File: src/rtl/aux_sysctl_pkg.sv
package aux_sysctl_pkg;

    localparam int NUM_REGS   = 7;
    localparam int SEL_W      = 3;
    localparam int DATA_W     = 32;
    localparam int BYTE_W     = 8;
    localparam int LED_W      = 16;

    // bit positions that carry behaviour
    localparam int PFEN_BIT   = 3;   // configuration: power interrupt enable
    localparam int PF_BIT     = 5;   // aux2: power-fail status
    localparam int PWROFF_BIT = 0;   // aux2: power-off command
    localparam int INTCLR_BIT = 1;   // aux2: interrupt clear command
    localparam int TC_BIT     = 1;   // aux1: terminal count
    localparam int SRST_BIT   = 0;   // system control: reset request
    localparam logic [DATA_W-1:0] RSTSTAT_VAL = 32'h0000_0002;

    typedef enum logic [SEL_W-1:0] {
        RS_CFG    = 3'd0,
        RS_DIAG   = 3'd1,
        RS_MODEM  = 3'd2,
        RS_AUX1   = 3'd3,
        RS_AUX2   = 3'd4,
        RS_LED    = 3'd5,
        RS_SYSCTL = 3'd6
    } reg_sel_e;

    typedef enum logic [1:0] {
        SZ_BYTE = 2'd0,
        SZ_HALF = 2'd1,
        SZ_WORD = 2'd2
    } acc_size_e;

    typedef enum logic {
        PF_CLEAR   = 1'b0,
        PF_LATCHED = 1'b1
    } pf_state_e;

    typedef enum logic {
        PS_IDLE = 1'b0,
        PS_FIRE = 1'b1
    } pulse_state_e;

    function automatic logic [1:0] need_size(input int idx);
        logic [1:0] sz;
        case (idx)
            int'(RS_LED):    sz = 2'(SZ_HALF);
            int'(RS_SYSCTL): sz = 2'(SZ_WORD);
            default:         sz = 2'(SZ_BYTE);
        endcase
        return sz;
    endfunction

endpackage

File: src/rtl/aux_bus_decode.sv
module aux_bus_decode
    import aux_sysctl_pkg::*;
#(
    parameter int N_REG = NUM_REGS,
    parameter int AW    = SEL_W
) (
    input  logic [AW-1:0]    addr,
    input  logic [1:0]       size,
    input  logic             wr,
    input  logic             rd,
    output logic [N_REG-1:0] wr_en,
    output logic [N_REG-1:0] rd_en
);

    genvar gi;
    generate
        for (gi = 0; gi < N_REG; gi++) begin : g_sel
            logic hit;
            assign hit       = (addr == AW'(gi)) && (size == need_size(gi));
            assign wr_en[gi] = wr && hit;
            assign rd_en[gi] = rd && hit;
        end
    endgenerate

endmodule

File: src/rtl/aux_pulse_fsm.sv
module aux_pulse_fsm
    import aux_sysctl_pkg::*;
(
    input  logic clk,
    input  logic srst_n,
    input  logic trig,
    output logic pulse
);

    pulse_state_e state_q, state_d;

    always_ff @(posedge clk) begin
        if (!srst_n) state_q <= PS_IDLE;
        else         state_q <= state_d;
    end

    always_comb begin
        state_d = state_q;
        unique case (state_q)
            PS_IDLE: if (trig) state_d = PS_FIRE;      // ARM
            PS_FIRE: state_d = trig ? PS_FIRE          // REARM
                                    : PS_IDLE;         // RELAX
        endcase
    end

    always_comb begin
        pulse = (state_q == PS_FIRE);
    end

endmodule

File: src/rtl/aux_pwrfail_fsm.sv
module aux_pwrfail_fsm
    import aux_sysctl_pkg::*;
(
    input  logic clk,
    input  logic srst_n,
    input  logic pf_in,
    input  logic pf_en,
    input  logic clr_cmd,
    output logic pf_bit
);

    pf_state_e state_q, state_d;
    logic      pf_seen_q;
    logic      pf_change;

    assign pf_change = (pf_in != pf_seen_q);

    always_ff @(posedge clk) begin
        if (!srst_n) begin
            state_q   <= PF_CLEAR;
            pf_seen_q <= 1'b0;
        end else begin
            state_q   <= state_d;
            pf_seen_q <= pf_in;
        end
    end

    always_comb begin
        state_d = state_q;
        unique case (state_q)
            PF_CLEAR: begin
                if (!clr_cmd && pf_change && pf_in && pf_en)
                    state_d = PF_LATCHED;              // LATCH
            end
            PF_LATCHED: begin
                if (clr_cmd)
                    state_d = PF_CLEAR;                // CLEAR_CMD
                else if (pf_change && !(pf_in && pf_en))
                    state_d = PF_CLEAR;                // DROP
            end
        endcase
    end

    always_comb begin
        pf_bit = (state_q == PF_LATCHED);
    end

endmodule

File: src/rtl/aux_sysctl_regs.sv
module aux_sysctl_regs
    import aux_sysctl_pkg::*;
(
    input  logic              clk,
    input  logic              rst_n,
    input  logic              por_n,
    input  logic [SEL_W-1:0]  bus_addr,
    input  logic [1:0]        bus_size,
    input  logic              bus_wr,
    input  logic              bus_rd,
    input  logic [DATA_W-1:0] bus_wdata,
    output logic [DATA_W-1:0] bus_rdata,
    input  logic              pwr_fail_in,
    output logic              irq_o,
    output logic              pwroff_req_o,
    output logic              sysrst_req_o,
    output logic              fdc_tc_o
);

    localparam int N_PULSE = 3;
    localparam int P_TC    = 0;
    localparam int P_OFF   = 1;
    localparam int P_SRST  = 2;

    logic               soft_n;
    logic [NUM_REGS-1:0] wr_en, rd_en;

    logic [BYTE_W-1:0]  cfg_q, diag_q, modem_q, aux1_q;
    logic [1:0]         aux2_cmd_q;
    logic [LED_W-1:0]   led_q;
    logic [DATA_W-1:0]  sysctl_q;
    logic               pf_bit;
    logic [BYTE_W-1:0]  aux2_view;

    logic [N_PULSE-1:0] pulse_trig, pulse_out;

    // soft reset domain is also cleared by power-on reset
    assign soft_n = rst_n && por_n;

    aux_bus_decode #(.N_REG(NUM_REGS), .AW(SEL_W)) u_dec (
        .addr  (bus_addr),
        .size  (bus_size),
        .wr    (bus_wr),
        .rd    (bus_rd),
        .wr_en (wr_en),
        .rd_en (rd_en)
    );

    // ---------------- soft-reset registers ----------------
    always_ff @(posedge clk) begin
        if (!soft_n) begin
            cfg_q      <= '0;
            modem_q    <= '0;
            aux1_q     <= '0;
            aux2_cmd_q <= '0;
        end else begin
            if (wr_en[RS_CFG])   cfg_q   <= bus_wdata[BYTE_W-1:0];
            if (wr_en[RS_MODEM]) modem_q <= bus_wdata[BYTE_W-1:0];
            if (wr_en[RS_AUX1]) begin
                aux1_q         <= bus_wdata[BYTE_W-1:0];
                aux1_q[TC_BIT] <= 1'b0;
            end
            if (wr_en[RS_AUX2]) begin
                aux2_cmd_q[PWROFF_BIT] <= bus_wdata[PWROFF_BIT];
                aux2_cmd_q[INTCLR_BIT] <= bus_wdata[INTCLR_BIT];
            end
        end
    end

    // ---------------- power-on-reset registers ----------------
    always_ff @(posedge clk) begin
        if (!por_n) begin
            diag_q   <= '0;
            sysctl_q <= '0;
        end else begin
            if (wr_en[RS_DIAG]) diag_q <= bus_wdata[BYTE_W-1:0];
            if (wr_en[RS_SYSCTL] && bus_wdata[SRST_BIT]) sysctl_q <= RSTSTAT_VAL;
        end
    end

    always_ff @(posedge clk) begin
        if (!soft_n)              led_q <= '0;
        else if (wr_en[RS_LED])   led_q <= bus_wdata[LED_W-1:0];
    end

    // ---------------- power-fail tracking ----------------
    aux_pwrfail_fsm u_pf (
        .clk     (clk),
        .srst_n  (soft_n),
        .pf_in   (pwr_fail_in),
        .pf_en   (cfg_q[PFEN_BIT]),
        .clr_cmd (wr_en[RS_AUX2] && bus_wdata[INTCLR_BIT]),
        .pf_bit  (pf_bit)
    );

    always_comb begin
        aux2_view             = '0;
        aux2_view[1:0]        = aux2_cmd_q;
        aux2_view[PF_BIT]     = pf_bit;
    end

    assign irq_o = pf_bit && cfg_q[PFEN_BIT];

    // ---------------- request pulses ----------------
    assign pulse_trig[P_TC]   = wr_en[RS_AUX1]   && bus_wdata[TC_BIT];
    assign pulse_trig[P_OFF]  = wr_en[RS_AUX2]   && bus_wdata[PWROFF_BIT];
    assign pulse_trig[P_SRST] = wr_en[RS_SYSCTL] && bus_wdata[SRST_BIT];

    genvar gp;
    generate
        for (gp = 0; gp < N_PULSE; gp++) begin : g_pulse
            aux_pulse_fsm u_pulse (
                .clk    (clk),
                .srst_n (soft_n),
                .trig   (pulse_trig[gp]),
                .pulse  (pulse_out[gp])
            );
        end
    endgenerate

    assign fdc_tc_o     = pulse_out[P_TC];
    assign pwroff_req_o = pulse_out[P_OFF];
    assign sysrst_req_o = pulse_out[P_SRST];

    // ---------------- read mux ----------------
    always_comb begin
        bus_rdata = '0;
        unique case (1'b1)
            rd_en[RS_CFG]:    bus_rdata = DATA_W'(cfg_q);
            rd_en[RS_DIAG]:   bus_rdata = DATA_W'(diag_q);
            rd_en[RS_MODEM]:  bus_rdata = DATA_W'(modem_q);
            rd_en[RS_AUX1]:   bus_rdata = DATA_W'(aux1_q);
            rd_en[RS_AUX2]:   bus_rdata = DATA_W'(aux2_view);
            rd_en[RS_LED]:    bus_rdata = DATA_W'(led_q);
            rd_en[RS_SYSCTL]: bus_rdata = sysctl_q;
            default:          bus_rdata = '0;
        endcase
    end

endmodule

File: config.mk
export PLATFORM = sky130hd
export DESIGN_NAME = aux_sysctl_regs
export DESIGN_NICKNAME = d
export VERILOG_FILES = /design/src/rtl/aux_sysctl_pkg.sv /design/src/rtl/aux_bus_decode.sv /design/src/rtl/aux_pulse_fsm.sv /design/src/rtl/aux_pwrfail_fsm.sv /design/src/rtl/aux_sysctl_regs.sv
export SDC_FILE = /design/constraint.sdc
export NUM_CORES = 1
export LEC_CHECK = 0
export BUFFER_PORTS_ARGS = -buffer_cell sky130_fd_sc_hd__buf_2
export CAP_MARGIN = 40
export CORE_UTILIZATION = 51
export DETAILED_ROUTE_END_ITERATION = 12
export PLACE_DENSITY_LB_ADDON = 0.3
export RECOVER_POWER = 25
export SLEW_MARGIN = 20
export SYNTH_ARGS = -nofsm -noshare
export SYNTH_HDL_FRONTEND = slang
export SYNTH_HIERARCHICAL = 1
export SYNTH_SLANG_ARGS = --single-unit
export TNS_END_PERCENT = 10
File: constraint.sdc
create_clock -name clk -period 1.7 [get_ports clk]
set_input_delay 0.085 -clock clk [delete_from_list [all_inputs] [get_ports clk]]
set_output_delay 0.085 -clock clk [all_outputs]
set_load 0.01 [all_outputs]
==> results.txt <==
- The area growth from synthesis to layout is 12.2%.
- Count of unique library cells instantiated by Yosys: 25
- Post-synthesis cell count: 261
- Clock share of power: 33.2%
- Total die area: 5230 um^2
- Number of hold buffers added after cts: 0
- After detailed routing, the number of vias per cell comes to 5.02.
* Area inside the core boundary: 4720 um^2
- The worst path uses 89.8% of the clock period.
- The number of global-route vias before repair came to 1697.
- Total congestion overflow after global routing: 0
- Cells with a size suffix above 1 make up 21.2% of the layout.
- Critical path launch point type: input port
- Area fraction in compound gates after synthesis: 7.35%
- Layout Cells excl Fill: 378
* Dominant combinational cell family by area after synthesis: multiplexers
- CTS tree: built
* Yosys warning total: 6
- Vertical extent of the die: 72.3 um
* Sequential fraction of the synthesis area: 43.7%
- Gp weighted congestion: 0.691
- For this run, the share of the core covered by cells in the final layout is 59.9%.
- Dividing total power by cell area gives a power density of 760 nW/um^2.
- Switching Share: 23.9%
- Measured against its own limit, the worst slew margin works out to 61.4%.
* Data arrival time of the worst path: 1440 ps
* Drt first pass iters: 4
- Clock tree synthesis found a total of 55 sinks.
- The synthesized netlist devotes 19.4% of its cell area to simple gates.
- Combinational cells account for 6.5% of the total power.
- Summed over all failing endpoints, the final setup total negative slack is 0 ps.
- For this configuration, the core starts out at a cell density of 53.4%.
* Synth Area in Adders: 0%
* Root cell of the clock tree: clkbuf_8
- The analysis attributes to net switching a power of 513 uW.
- Clock slew at the register clock pins of the worst setup and hold paths: 100 ps
- Maximum count of clock buffers along a single path: 2
- Pin placement for this block handled 79 I/O pins.
- Static timing analysis puts the maximum clock frequency at 0.655 GHz.
* Kind of end point of the critical path: output port
- Via count: 1896
* Post-placement cell count: 370
- Maximum number of pins on one net before global-route repair: 24
- The initial antenna violation count came to 0.
- Across the VDD grid, the largest voltage drop is 0.482 mV.
- Routed wire per std cell: 13.5 um
- The first global-routing pass estimated 8.18 mm of wire.
* Highest net fanout along the worst path: 8
- The final layout contains routed wiring with a total length of 5.10 mm.
* Xor/xnor cell area share of the yosys netlist: 0%
- Port buffering added 46 buffers.
* RSZ-0062 raised after global routing: false
- Drc violations: 0
- The HPWL after detailed placement is 3.52 mm.
- Worst min path class: in2reg
- Clock tree synthesis inserted a total of 5 buffers.
* Netlist area before placement: 2520 um^2
- Number of cell rows: 25
- The detail route stage leaves a number of antenna-violating nets equal to 0.
- For this design the static power due to leakage is 0.00108 uW.
* Final setup violation count: 0
- The detailed router finished its first iteration with 118 violations.
* Tmin final: 1530 ps
* CTS H-tree lvls: 2
* Die Width: 72.3 um
- Number of pins exceeding their max-slew limit in the final report: 0
- Hold Worst Slack: 2.82 ps
* Resized cells post-CTS: 0
- After synthesis the netlist holds a flip-flop and latch count of 55.
* Global router's overall resource usage: 20.6%
- The worst setup path is of the in2out kind.
- P_int: 1630 uW
* Total count of hold-check failures in the final report: 0
- Portion of netlist area occupied by mux cells: 19.9%
* Clock Latency Late Sink: 310 ps
* Setup Buffers After CTS: 0
* Part of the power in registers: 60.3%
- Clock skew on the completed layout was measured at 9.17 ps.
- The average instance in the mapped netlist occupies 9.65 um^2.
- The net count of the finished layout is 353.
- Outcome: finished clean
- Worst slack at placement: 132 ps
- For the worst setup path, the data required time is 1620 ps.
- For the pin with the worst max-slew slack, the measured transition is 579 ps.
- The repair_antennas step left the layout with diodes totalling 0.
* Worst setup margin: 173 ps
* Reported max-cap violation count: 0
==> cells in the mapped netlist (all sizes together) <==
cell / instances / area, um^2
a2111oi: 1 / 15.0
inv: 3 / 11.3
a22oi: 14 / 105
buf: 31 / 230
or4: 1 / 7.51
a222oi: 5 / 50.1
nor2b: 8 / 50.1
nand2: 9 / 36.3
dfxtp: 55 / 1100
a21boi: 1 / 7.51
nand2b: 2 / 12.5
conb: 1 / 3.75
nor3: 2 / 10.0
and2: 17 / 108
nand4bb: 2 / 22.5
mux2i: 50 / 500
or4b: 2 / 27.5
nand3: 3 / 15.0
nor2: 53 / 199
o21a: 1 / 7.51
==> metrics by stage <==
stage	instance area (um^2)	power, uW
2_1_floorplan	2580	1430
3_3_place_gp	2770	1470
3_5_place_dp	2770	1470
4_1_cts	2850	2170
5_1_grt	2830	2230
6_report	2830	2150
==> state kept, by name (all words and copies together), names as in the netlist <==
| register | cells |
|---|---|
| led_q | 16 |
| sysctl_q | 1 |
| diag_q | 8 |
| cfg_q | 8 |
| modem_q | 8 |
| aux2_cmd_q | 2 |
| u_pf/pf_bit | 1 |
| u_pf/pf_seen_q | 1 |
| g_pulse.u_pulse/pulse | 3 |
| aux1_q | 7 |
==> layout make-up <==
type / count / area, um^2
Timing Repair Buffer: 58 / 313
Multi-Input combinational cell: 187 / 1230
Clock buffer: 5 / 68.8
Fill cell: 435 / 1900
Sequential cell: 55 / 1100
Inverter: 3 / 11.3
Clock inverter: 3 / 18.8
Tap cell: 67 / 83.8
==> layer usage <==
layer	GRT usage (%)	routed length [um]	vias to the layer above
li1	-	-	956
met5	0	0	-
met3	3.33	228	8
met4	6.54	70	0
met1	25.9	2310	879
met2	36.0	2490	53
==> kinds of logic (layout without fill, tap and decap cells) <==
group	Yosys count	in the layout
AND/OR/NAND/NOR	99	99
other	1	16
multiplexers	50	50
buffers and inverters	34	69
flip-flops	55	55
AO/OA/AOI/OAI	22	22
==> critical path, cell delays in order <==
cell	delay (ps)
clkbuf_1	160
or4_1	570
nor2_1	250
a22oi_1	140
nand3_1	100
buf_2	130
==> power groups by stage <==
stage                     Clock, uW  Sequential [uW]  Combinational [uW]
after floorplan                   0             1330                 104
final                           713             1300                 139
after detailed placement          0             1330                 142
after global routing            781             1300                 154
after CTS                       731             1300                 142
after global placement            0             1330                 140
==> cells in the final DEF, fill, tap and decap left out, types with 8 or more instances in the layout <==
master    n
buf_4    11
dfxtp_1  55
and2_1   15
nor2b_1   8
conb_1   16
nor2_1   53
mux2i_1  50
nand2_1   9
a22oi_1  14
buf_2    42
==> final timing paths <==
| check | start | end | slack [ps] | depth (start not counted) |
|---|---|---|---|---|
| hold reg to reg | u_pf/pf_seen_q$_SDFF_PN0_ | u_pf/pf_bit$_SDFF_PN0_ | 450 | 2 |
| setup reg to reg | cfg_q[3]$_SDFFE_PN0P_ | u_pf/pf_bit$_SDFF_PN0_ | 760 | 2 |
| hold / removal | bus_wdata[9] | led_q[9]$_SDFFE_PN0P_ | 3 | 3 |
| setup / recovery | bus_addr[0] | bus_rdata[1] | 170 | 6 |
No activity file was read; power rests on OpenSTA's default activity.
